===== src/rtl/trap_pkg.sv =====
package trap_pkg;
    localparam int ADDR_W = 16;
    localparam int BYTE_W = 8;
    localparam int CTRL_W = 2;
    localparam int NUM_REGS = 8;
    localparam int OFS_W = $clog2(NUM_REGS);
    localparam int EN_BIT = BYTE_W - 1;

    localparam logic [OFS_W-1:0] OFS_ACMP_HI = 3'd0;
    localparam logic [OFS_W-1:0] OFS_ACMP_LO = 3'd1;
    localparam logic [OFS_W-1:0] OFS_DCMP    = 3'd2;
    localparam logic [OFS_W-1:0] OFS_CCMP    = 3'd3;
    localparam logic [OFS_W-1:0] OFS_AQ_HI   = 3'd4;
    localparam logic [OFS_W-1:0] OFS_AQ_LO   = 3'd5;
    localparam logic [OFS_W-1:0] OFS_DQ      = 3'd6;
    localparam logic [OFS_W-1:0] OFS_CQ      = 3'd7;

    typedef enum logic [1:0] {
        ST_OFF   = 2'd0,
        ST_ARMED = 2'd1,
        ST_HELD  = 2'd2
    } trap_state_t;

    typedef struct packed {
        logic [ADDR_W-1:0] addr;
        logic [BYTE_W-1:0] data;
        logic [CTRL_W-1:0] ctrl;
    } trap_pattern_t;
endpackage


===== src/rtl/trap_field_cmp.sv =====
module trap_field_cmp #(
    parameter int WIDTH = 8
) (
    input  logic [WIDTH-1:0] bus_val,
    input  logic [WIDTH-1:0] cmp_val,
    input  logic [WIDTH-1:0] qual_val,
    output logic             hit
);
    logic [WIDTH-1:0] diff_bits;

    always_comb begin
        diff_bits = (bus_val ^ cmp_val) & qual_val;
        hit = ~|diff_bits;
    end
endmodule


===== src/rtl/trap_regs.sv =====
module trap_regs
    import trap_pkg::*;
(
    input  logic              clk,
    input  logic              rst_n,
    input  logic              wr_stb,
    input  logic              rd_sel,
    input  logic [OFS_W-1:0]  ofs,
    input  logic [BYTE_W-1:0] wdata,
    output logic [BYTE_W-1:0] rdata,
    output trap_pattern_t     cmp_pat,
    output trap_pattern_t     qual_pat,
    output logic              trap_en,
    output logic              en_after
);
    localparam int HALF_A = ADDR_W / 2;

    logic [BYTE_W-1:0] reg_q [NUM_REGS];
    logic [BYTE_W-1:0] keep_mask [NUM_REGS];
    logic [BYTE_W-1:0] rd_mux;

    // Bits not implemented in a register are forced to zero on write.
    generate
        for (genvar g = 0; g < NUM_REGS; g++) begin : g_mask
            if (g == int'(OFS_CCMP)) begin : g_ccmp
                assign keep_mask[g] = BYTE_W'((1 << EN_BIT) | ((1 << CTRL_W) - 1));
            end else if (g == int'(OFS_CQ)) begin : g_cq
                assign keep_mask[g] = BYTE_W'((1 << CTRL_W) - 1);
            end else begin : g_full
                assign keep_mask[g] = {BYTE_W{1'b1}};
            end
        end
    endgenerate

    generate
        for (genvar g = 0; g < NUM_REGS; g++) begin : g_reg
            always_ff @(posedge clk) begin
                if (!rst_n) begin
                    reg_q[g] <= '0;
                end else if (wr_stb && (ofs == OFS_W'(g))) begin
                    reg_q[g] <= wdata & keep_mask[g];
                end
            end
        end
    endgenerate

    always_comb begin
        rd_mux = reg_q[ofs];
        rdata = rd_sel ? rd_mux : '0;
    end

    always_comb begin
        cmp_pat.addr = {reg_q[OFS_ACMP_HI][HALF_A-1:0], reg_q[OFS_ACMP_LO][HALF_A-1:0]};
        cmp_pat.data = reg_q[OFS_DCMP];
        cmp_pat.ctrl = reg_q[OFS_CCMP][CTRL_W-1:0];
        qual_pat.addr = {reg_q[OFS_AQ_HI][HALF_A-1:0], reg_q[OFS_AQ_LO][HALF_A-1:0]};
        qual_pat.data = reg_q[OFS_DQ];
        qual_pat.ctrl = reg_q[OFS_CQ][CTRL_W-1:0];
        trap_en = reg_q[OFS_CCMP][EN_BIT];
    end

    // Enable value that will be in force after this cycle's write.
    always_comb begin
        if (wr_stb && (ofs == OFS_CCMP)) begin
            en_after = wdata[EN_BIT];
        end else begin
            en_after = trap_en;
        end
    end
endmodule


===== src/rtl/trap_ctrl_fsm.sv =====
module trap_ctrl_fsm
    import trap_pkg::*;
(
    input  logic clk,
    input  logic rst_n,
    input  logic wr_stb,
    input  logic en_after,
    input  logic cycle_hit,
    output logic nmi_out
);
    trap_state_t state_q;
    trap_state_t state_d;

    always_ff @(posedge clk) begin
        if (!rst_n) begin
            state_q <= ST_OFF;
        end else begin
            state_q <= state_d;
        end
    end

    always_comb begin
        state_d = state_q;
        if (wr_stb) begin
            // ARM / DISARM / RELEASE
            state_d = en_after ? ST_ARMED : ST_OFF;
        end else begin
            unique case (state_q)
                ST_OFF:   state_d = ST_OFF;
                ST_ARMED: state_d = cycle_hit ? ST_HELD : ST_ARMED;
                ST_HELD:  state_d = ST_HELD;
                default:  state_d = ST_OFF;
            endcase
        end
    end

    always_comb begin
        unique case (state_q)
            ST_OFF:   nmi_out = 1'b0;
            ST_ARMED: nmi_out = 1'b0;
            ST_HELD:  nmi_out = 1'b1;
            default:  nmi_out = 1'b0;
        endcase
    end
endmodule


===== src/rtl/bus_trap_unit.sv =====
module bus_trap_unit
    import trap_pkg::*;
(
    input  logic              clk,
    input  logic              rst_n,
    input  logic [ADDR_W-1:0] cpu_addr,
    input  logic [BYTE_W-1:0] cpu_data,
    input  logic              cpu_rw,
    input  logic              cpu_vma,
    input  logic              trap_cs,
    output logic [BYTE_W-1:0] reg_rdata,
    output logic              nmi_req
);
    localparam int NUM_FIELDS = 3;

    trap_pattern_t   bus_pat;
    trap_pattern_t   cmp_pat;
    trap_pattern_t   qual_pat;
    logic            reg_we;
    logic            trap_en;
    logic            en_after;
    logic [NUM_FIELDS-1:0] field_hit;
    logic            all_hit;
    logic            cycle_hit;

    assign reg_we = trap_cs & cpu_vma & ~cpu_rw;

    always_comb begin
        bus_pat.addr = cpu_addr;
        bus_pat.data = cpu_data;
        bus_pat.ctrl = {cpu_rw, cpu_vma};
    end

    trap_regs u_regs (
        .clk      (clk),
        .rst_n    (rst_n),
        .wr_stb   (reg_we),
        .rd_sel   (trap_cs),
        .ofs      (cpu_addr[OFS_W-1:0]),
        .wdata    (cpu_data),
        .rdata    (reg_rdata),
        .cmp_pat  (cmp_pat),
        .qual_pat (qual_pat),
        .trap_en  (trap_en),
        .en_after (en_after)
    );

    trap_field_cmp #(.WIDTH(ADDR_W)) u_cmp_addr (
        .bus_val  (bus_pat.addr),
        .cmp_val  (cmp_pat.addr),
        .qual_val (qual_pat.addr),
        .hit      (field_hit[0])
    );

    trap_field_cmp #(.WIDTH(BYTE_W)) u_cmp_data (
        .bus_val  (bus_pat.data),
        .cmp_val  (cmp_pat.data),
        .qual_val (qual_pat.data),
        .hit      (field_hit[1])
    );

    trap_field_cmp #(.WIDTH(CTRL_W)) u_cmp_ctrl (
        .bus_val  (bus_pat.ctrl),
        .cmp_val  (cmp_pat.ctrl),
        .qual_val (qual_pat.ctrl),
        .hit      (field_hit[2])
    );

    assign all_hit = &field_hit;
    assign cycle_hit = all_hit & ~trap_cs;

    trap_ctrl_fsm u_fsm (
        .clk       (clk),
        .rst_n     (rst_n),
        .wr_stb    (reg_we),
        .en_after  (en_after),
        .cycle_hit (cycle_hit),
        .nmi_out   (nmi_req)
    );
endmodule


===== config.mk =====
export PLATFORM = sky130hd
export DESIGN_NAME = bus_trap_unit
export DESIGN_NICKNAME = d
export VERILOG_FILES = /design/src/rtl/trap_pkg.sv /design/src/rtl/trap_field_cmp.sv /design/src/rtl/trap_regs.sv /design/src/rtl/trap_ctrl_fsm.sv /design/src/rtl/bus_trap_unit.sv
export SDC_FILE = /design/constraint.sdc
export NUM_CORES = 1
export LEC_CHECK = 0
export CAP_MARGIN = 20
export CORE_MARGIN = 2
export CORE_UTILIZATION = 40
export DETAILED_ROUTE_END_ITERATION = 10
export GPL_ROUTABILITY_DRIVEN = 0
export PLACE_DENSITY_LB_ADDON = 0.25
export SLEW_MARGIN = 0
export SYNTH_ARGS = -nofsm -noshare
export SYNTH_HDL_FRONTEND = slang
export SYNTH_SLANG_ARGS = --single-unit

===== constraint.sdc =====
create_clock -name clk -period 6.7 [get_ports clk]
set_clock_uncertainty 0.1 [all_clocks]
set_input_delay 1.005 -clock clk [delete_from_list [all_inputs] [get_ports clk]]
set_output_delay 1.005 -clock clk [all_outputs]
set_load 0.01 [all_outputs]

==> results of run 1 <==
## power by group
group          internal (mW)  switching (mW)  leakage (nW)
logic                 0.0519          0.0544         0.800
clock network          0.110           0.105        0.0556
registers              0.395          0.0135         0.521
## layout make-up
type / count / area [µm²]
clock buffer: 5 / 68.8
clock inverter: 3 / 38.8
fill: 727 / 3940
inverter: 2 / 7.51
multi-input combinational: 188 / 1370
sequential: 55 / 1630
tap: 102 / 128
timing repair buffer: 44 / 418
## flip-flops by register name, summed over array words and instances, names as in the netlist
name / cells
u_fsm.state_q: 2
u_regs.reg_q: 53
## worst min-delay path by stage
stage | from | endpoint | slack (ps) | cells past startpoint
after floorplan | u_regs.reg_q[5][2] | u_fsm.state_q[0] | 500 | 4
after global placement | u_fsm.state_q[1] | u_fsm.state_q[1] | 570 | 2
after detailed placement | u_fsm.state_q[1] | u_fsm.state_q[1] | 570 | 2
after CTS | u_fsm.state_q[1] | u_fsm.state_q[1] | 600 | 2
after global routing | u_fsm.state_q[1] | u_fsm.state_q[1] | 620 | 2
final | u_fsm.state_q[1] | u_fsm.state_q[1] | 590 | 2
## metrics by stage
step	power, mW	area [µm²]	util (%)
after floorplan	0.471	3090	-
after global placement	0.522	3550	46.6
after detailed placement	0.523	3560	46.7
after CTS	0.735	3660	48.2
after global routing	0.756	3660	48.2
final	0.730	3660	48.2
## layer usage
layer	vias to the layer above	GRT usage, %	part of all wire, %
li1	1019	-	-
met1	1005	25.6	46
met2	55	28.9	47
met3	6	2.96	5.1
met4	0	4.23	1.2
met5	-	0	0
## cells in the final DEF (no fill, tap or decap), types with 5 or more instances in the layout
cell type / count
xor2_1: 26
nand2_1: 17
and3_1: 11
clkdlybuf4s50_1: 37
o211a_1: 5
clkbuf_8: 5
a22oi_1: 12
edfxtp_1: 53
mux4_2: 5
o211ai_1: 5
o21ai_0: 13
mux2i_1: 14
buf_4: 5
and2_1: 44
## kinds of logic after synthesis
kind of cell    count (synthesis)
simple gates                   98
flops                          55
xor+xnor                       26
compound gates                 43
fa+ha+maj                       2
mux                            19
buf+inv                        15
## tightest hold or removal path, cell delays in order, from the launching register on
cell     delay, ps
dfxtp_1        340
ha_1           170
a32o_1         150
==> impl_metrics.py, run 1 <==
metrics = {
    "status": {
        "status": "complete, no violations",
    },
    "cells_and_area": {
        "antenna_cells": 0,
        "stdcell_count": 399,
        "layout-drive-gt1-share_pct": 8.42,
        "final_nets": 327,
        "areaGrowthSynthToFinish_pct": 18.7,
    },
    "worst_setup_path": {
        "startpoint": "cpu_addr[0]",
        "path_delay_family": "buffers and inverters",
        "worstPathCellList": "clkdlybuf4s50_1 > buf_4 > nor2b_1 > nand2_1 > o21ai_0 > mux2i_1 > nor2b_1 > clkdlybuf4s50_1",
        "rr_endpoint": "u_fsm.state_q[1]",
        "endpoint_kind": "output pin",
        "rr_startpoint": "u_regs.reg_q[0][3]",
        "cp_num_cells": 8,
        "cp-start-kind": "primary input",
        "slowest_delay_ps": 820,
        "crit_slowest_cell": "nor2b_1",
        "path_buf_inv": 3,
        "setup.worst_path.end": "reg_rdata[7]",
        "crit_required_ps": 5590,
        "crit_fanout": 26,
        "reg2reg_slack_ps": 5040,
        "worstSetupPathType": "in -> out",
        "reg2reg_depth": 5,
        "arrival_ps": 3620,
    },
    "pwr": {
        "irDropWorstVdd_v": 0.0000916,
        "p_leak_nw": 1.38,
        "power.density_nw_per_um2": 199,
    },
    "sta": {
        "whs_ps": 587,
        "setup_tns_ps": 0,
        "rsz0062_at_grt": "no",
        "fmax_mhz": 212,
        "report.final.slew_viol_count": 0,
        "setup_viol": 0,
        "setup_ws_ps": 1980,
        "min_period_over_period_pct": 70.5,
        "layout_min_cycle_time_ps": 4720,
        "maxSlewHeadroom_pct": 33.8,
        "hold_violations": 0,
        "worst_pin_slew_ps": 987,
    },
    "logic_synthesis": {
        "synthArstFlopShare_pct": 0,
        "synth-edff-count": 53,
        "synth_cells": 258,
        "ys_top_cells_by_count": "edfxtp_1, and2_1, xor2_1",
        "synthesis.area_um2": 3090,
        "ys.flop_type": "edfxtp_1",
        "synth_fa_ha_area_share_pct": 0.811,
        "ys_types": 34,
        "syn-num-nets": 289,
        "synth_area_leaders": "edfxtp_1, and2_1, xor2_1",
        "synth-seq-cells": 55,
        "avgSynthCellArea_um2": 12.0,
        "synth_top_family_by_area": "simple AND/OR/NAND/NOR gates",
        "synthMuxAreaShare_pct": 8.19,
        "synth.most_common_cell": "edfxtp_1",
        "synth-seq-area-share_pct": 52.9,
        "synth_warnings": 0,
        "synth_xor_area_share_pct": 7.38,
        "synth_simple_gate_area_share_pct": 18.6,
        "synth_compound_area_share_pct": 9.49,
        "synthDominantCellAreaShare_pct": 51.6,
        "synth_top_area_cell": "edfxtp_1",
    },
    "clock_network": {
        "cts_tree": "yes",
        "clockBufferDepth": 2,
        "path_clk_slew_ps": 90,
        "h-tree-depth": 2,
        "cts_sinks": 55,
        "postCtsSetupBuffers": 0,
        "cts_root_buf": "clkbuf_8",
        "clk_latency_ps": 300,
        "cts_buffers": 5,
        "ctsHoldBuffers": 0,
        "cts_resized": 0,
    },
    "grt": {
        "antenna_found_initial": 0,
        "grt_pass1_wl_um": 11400,
        "overflow": 0,
        "grt_max_degree": 27,
        "grt.total_usage_pct": 17.9,
        "first_global_vias": 2090,
    },
    "floorplanning": {
        "initial_core_util_pct": 40.6,
        "die_y_um": 91.8,
        "row_count": 32,
        "die_w_um": 91.8,
        "fp.dieArea_um2": 8440,
        "coreArea_um2": 7610,
        "io_pins": 38,
    },
    "place": {
        "io_buffers": 37,
        "pre_cts_ws_ps": 2000,
        "dp_hpwl_um": 5400,
        "dp_cells": 391,
    },
    "route": {
        "drtPass1Iterations": 4,
        "antenna_left": 0,
        "viasPerCell": 5.23,
        "drt-initial-drc-count": 129,
        "drt-total-wl_um": 7240,
        "avgRoutedWirePerCell_um": 18.1,
        "vias": 2085,
        "route.detailed.drc": 0,
    },
    "run": {
        "drv_cap": 0,
    },
    "worst_hold_path": {
        "hp-class": "reg -> reg",
    },
}
Note: power is estimated with default switching activity, not from simulation.
==> inputs of run 2 (changes only) <==
clock period = 3.8 ns   (was 6.7 ns; I/O delays follow)
==> run 2 against run 1 <==
- register-to-register slack worse by 3000 ps
- global-route usage rose by 0.97 points
- critical path depth down 2
- sequential power increased by 76%
- die area unchanged
- sequential cell count stayed put
- clock-buffer cell count stayed put
- utilization rose by 0.38 points
- combinational power increased by 83%
- critical endpoint unchanged
==> impl_metrics.py, run 2 (synthesis results as in run 1) <==
metrics = {
    "place": {
        "dp_hpwl_um": 5570,
        "dp_cells": 396,
        "io_buffers": 37,
        "pre_cts_ws_ps": 374,
        "place_area_um2": 3600,
    },
    "route": {
        "antenna_left": 0,
        "drt-initial-drc-count": 205,
        "avgRoutedWirePerCell_um": 18.6,
        "drtPass1Iterations": 4,
        "viasPerCell": 5.29,
        "vias": 2136,
        "route.detailed.drc": 0,
        "drt-total-wl_um": 7510,
    },
    "worst_hold_path": {
        "hp-class": "reg -> reg",
    },
    "cells_and_area": {
        "stdcell_count": 404,
        "final_nets": 332,
        "antenna_cells": 0,
        "reg.largest.list": "u_regs.reg_q x53, u_fsm.state_q x2",
        "layout_common_cells": "edfxtp_1, and2_1, clkdlybuf4s50_1",
        "largest-register": "u_regs.reg_q",
        "largest_reg_flops": 53,
        "final_cell_area_um2": 3690,
        "fill_cells": 715,
        "final_common_cell": "edfxtp_1",
        "areaGrowthSynthToFinish_pct": 19.6,
        "layout-drive-gt1-share_pct": 10.3,
    },
    "floorplanning": {
        "fp.dieArea_um2": 8440,
        "die_w_um": 91.8,
        "initial_core_util_pct": 40.6,
        "io_pins": 38,
        "coreArea_um2": 7610,
        "die_y_um": 91.8,
        "row_count": 32,
    },
    "worst_setup_path": {
        "slowest_delay_ps": 670,
        "reg2reg_slack_ps": 2050,
        "crit_slowest_cell": "clkdlybuf4s50_1",
        "crit_required_ps": 3130,
        "cp-start-kind": "primary input",
        "endpoint_kind": "output pin",
        "path_common_cell": "clkdlybuf4s50_1",
        "worstPathCellList": "clkdlybuf4s50_1 > buf_4 > mux4_2 > mux2i_1 > nor2b_1 > clkdlybuf4s50_1",
        "worstSetupPathType": "in -> out",
        "arrival_ps": 2750,
        "crit_fanout": 10,
    },
    "sta": {
        "rsz0062_at_grt": "no",
        "min_period_over_period_pct": 90.0,
        "whs_ps": 602,
        "setup_viol": 0,
        "hold_violations": 0,
        "report.final.slew_viol_count": 0,
        "layout_min_cycle_time_ps": 3420,
        "worst_pin_slew_ps": 727,
        "fmax_mhz": 292,
        "setup_ws_ps": 380,
        "setup_tns_ps": 0,
        "maxSlewHeadroom_pct": 51.4,
    },
    "clock_network": {
        "h-tree-depth": 2,
        "cts_resized": 0,
        "cts_sinks": 55,
        "clk_latency_ps": 310,
        "path_clk_slew_ps": 100,
        "clockBufferDepth": 2,
        "postCtsSetupBuffers": 0,
        "cts_buffers": 5,
        "ctsHoldBuffers": 0,
        "cts_tree": "yes",
        "cts_root_buf": "clkbuf_8",
    },
    "grt": {
        "overflow": 0,
        "first_global_vias": 2154,
        "grt.total_usage_pct": 18.9,
        "antenna_found_initial": 0,
        "grt_pass1_wl_um": 12000,
        "grt_max_degree": 26,
    },
    "pwr": {
        "power.density_nw_per_um2": 338,
        "irDropWorstVdd_v": 0.000138,
        "p_leak_nw": 1.39,
    },
    "run": {
        "drv_cap": 0,
    },
    "status": {
        "status": "complete, no violations",
    },
}
## run 2: report_power, final
group          total, mW  internal (mW)  switching [mW]
clock network      0.335          0.132           0.202
logic              0.194         0.0956          0.0980
registers          0.720          0.696          0.0237
## run 2: cell type report
class                           instances  area, µm²  area share, %
Tap cell                              102        128           3.46
Clock buffer                            5       68.8           1.86
Clock inverter                          3       25.0          0.678
Multi-Input combinational cell        188       1370           37.1
Inverter                                2       7.51          0.203
Sequential cell                        55       1630           44.2
Timing Repair Buffer                   49        460           12.5
## run 2: final timing paths
check,start,endpoint,cells past startpoint
worst max register to register,u_regs.reg_q[3][1],u_fsm.state_q[0],5
worst min register to register,u_fsm.state_q[1],u_fsm.state_q[1],2
worst max-delay path,cpu_addr[1],reg_rdata[7],6
worst min-delay path,u_fsm.state_q[1],u_fsm.state_q[1],2
## run 2: per-layer routing
metal / routed length [µm] / global-route usage (%)
met5: 0 / 0
met1: 3390 / 27.4
met4: 132 / 5.47
met2: 3490 / 29.0
met3: 493 / 3.62
## run 2: worst max-delay path, delay by kind of cell
kind	cells	cell delay (ps)
buffers and inverters	3	1420
multiplexers	2	680
AND/OR/NAND/NOR	1	80
## run 2: stage by stage
| step | total power, mW | util (%) |
|---|---|---|
| global route | 1.30 | 48.5 |
| finish | 1.25 | 48.5 |
| CTS | 1.26 | 48.5 |
| detailed placement | 0.928 | 47.3 |
| floorplan | 0.830 | - |
| global placement | 0.927 | 47.3 |
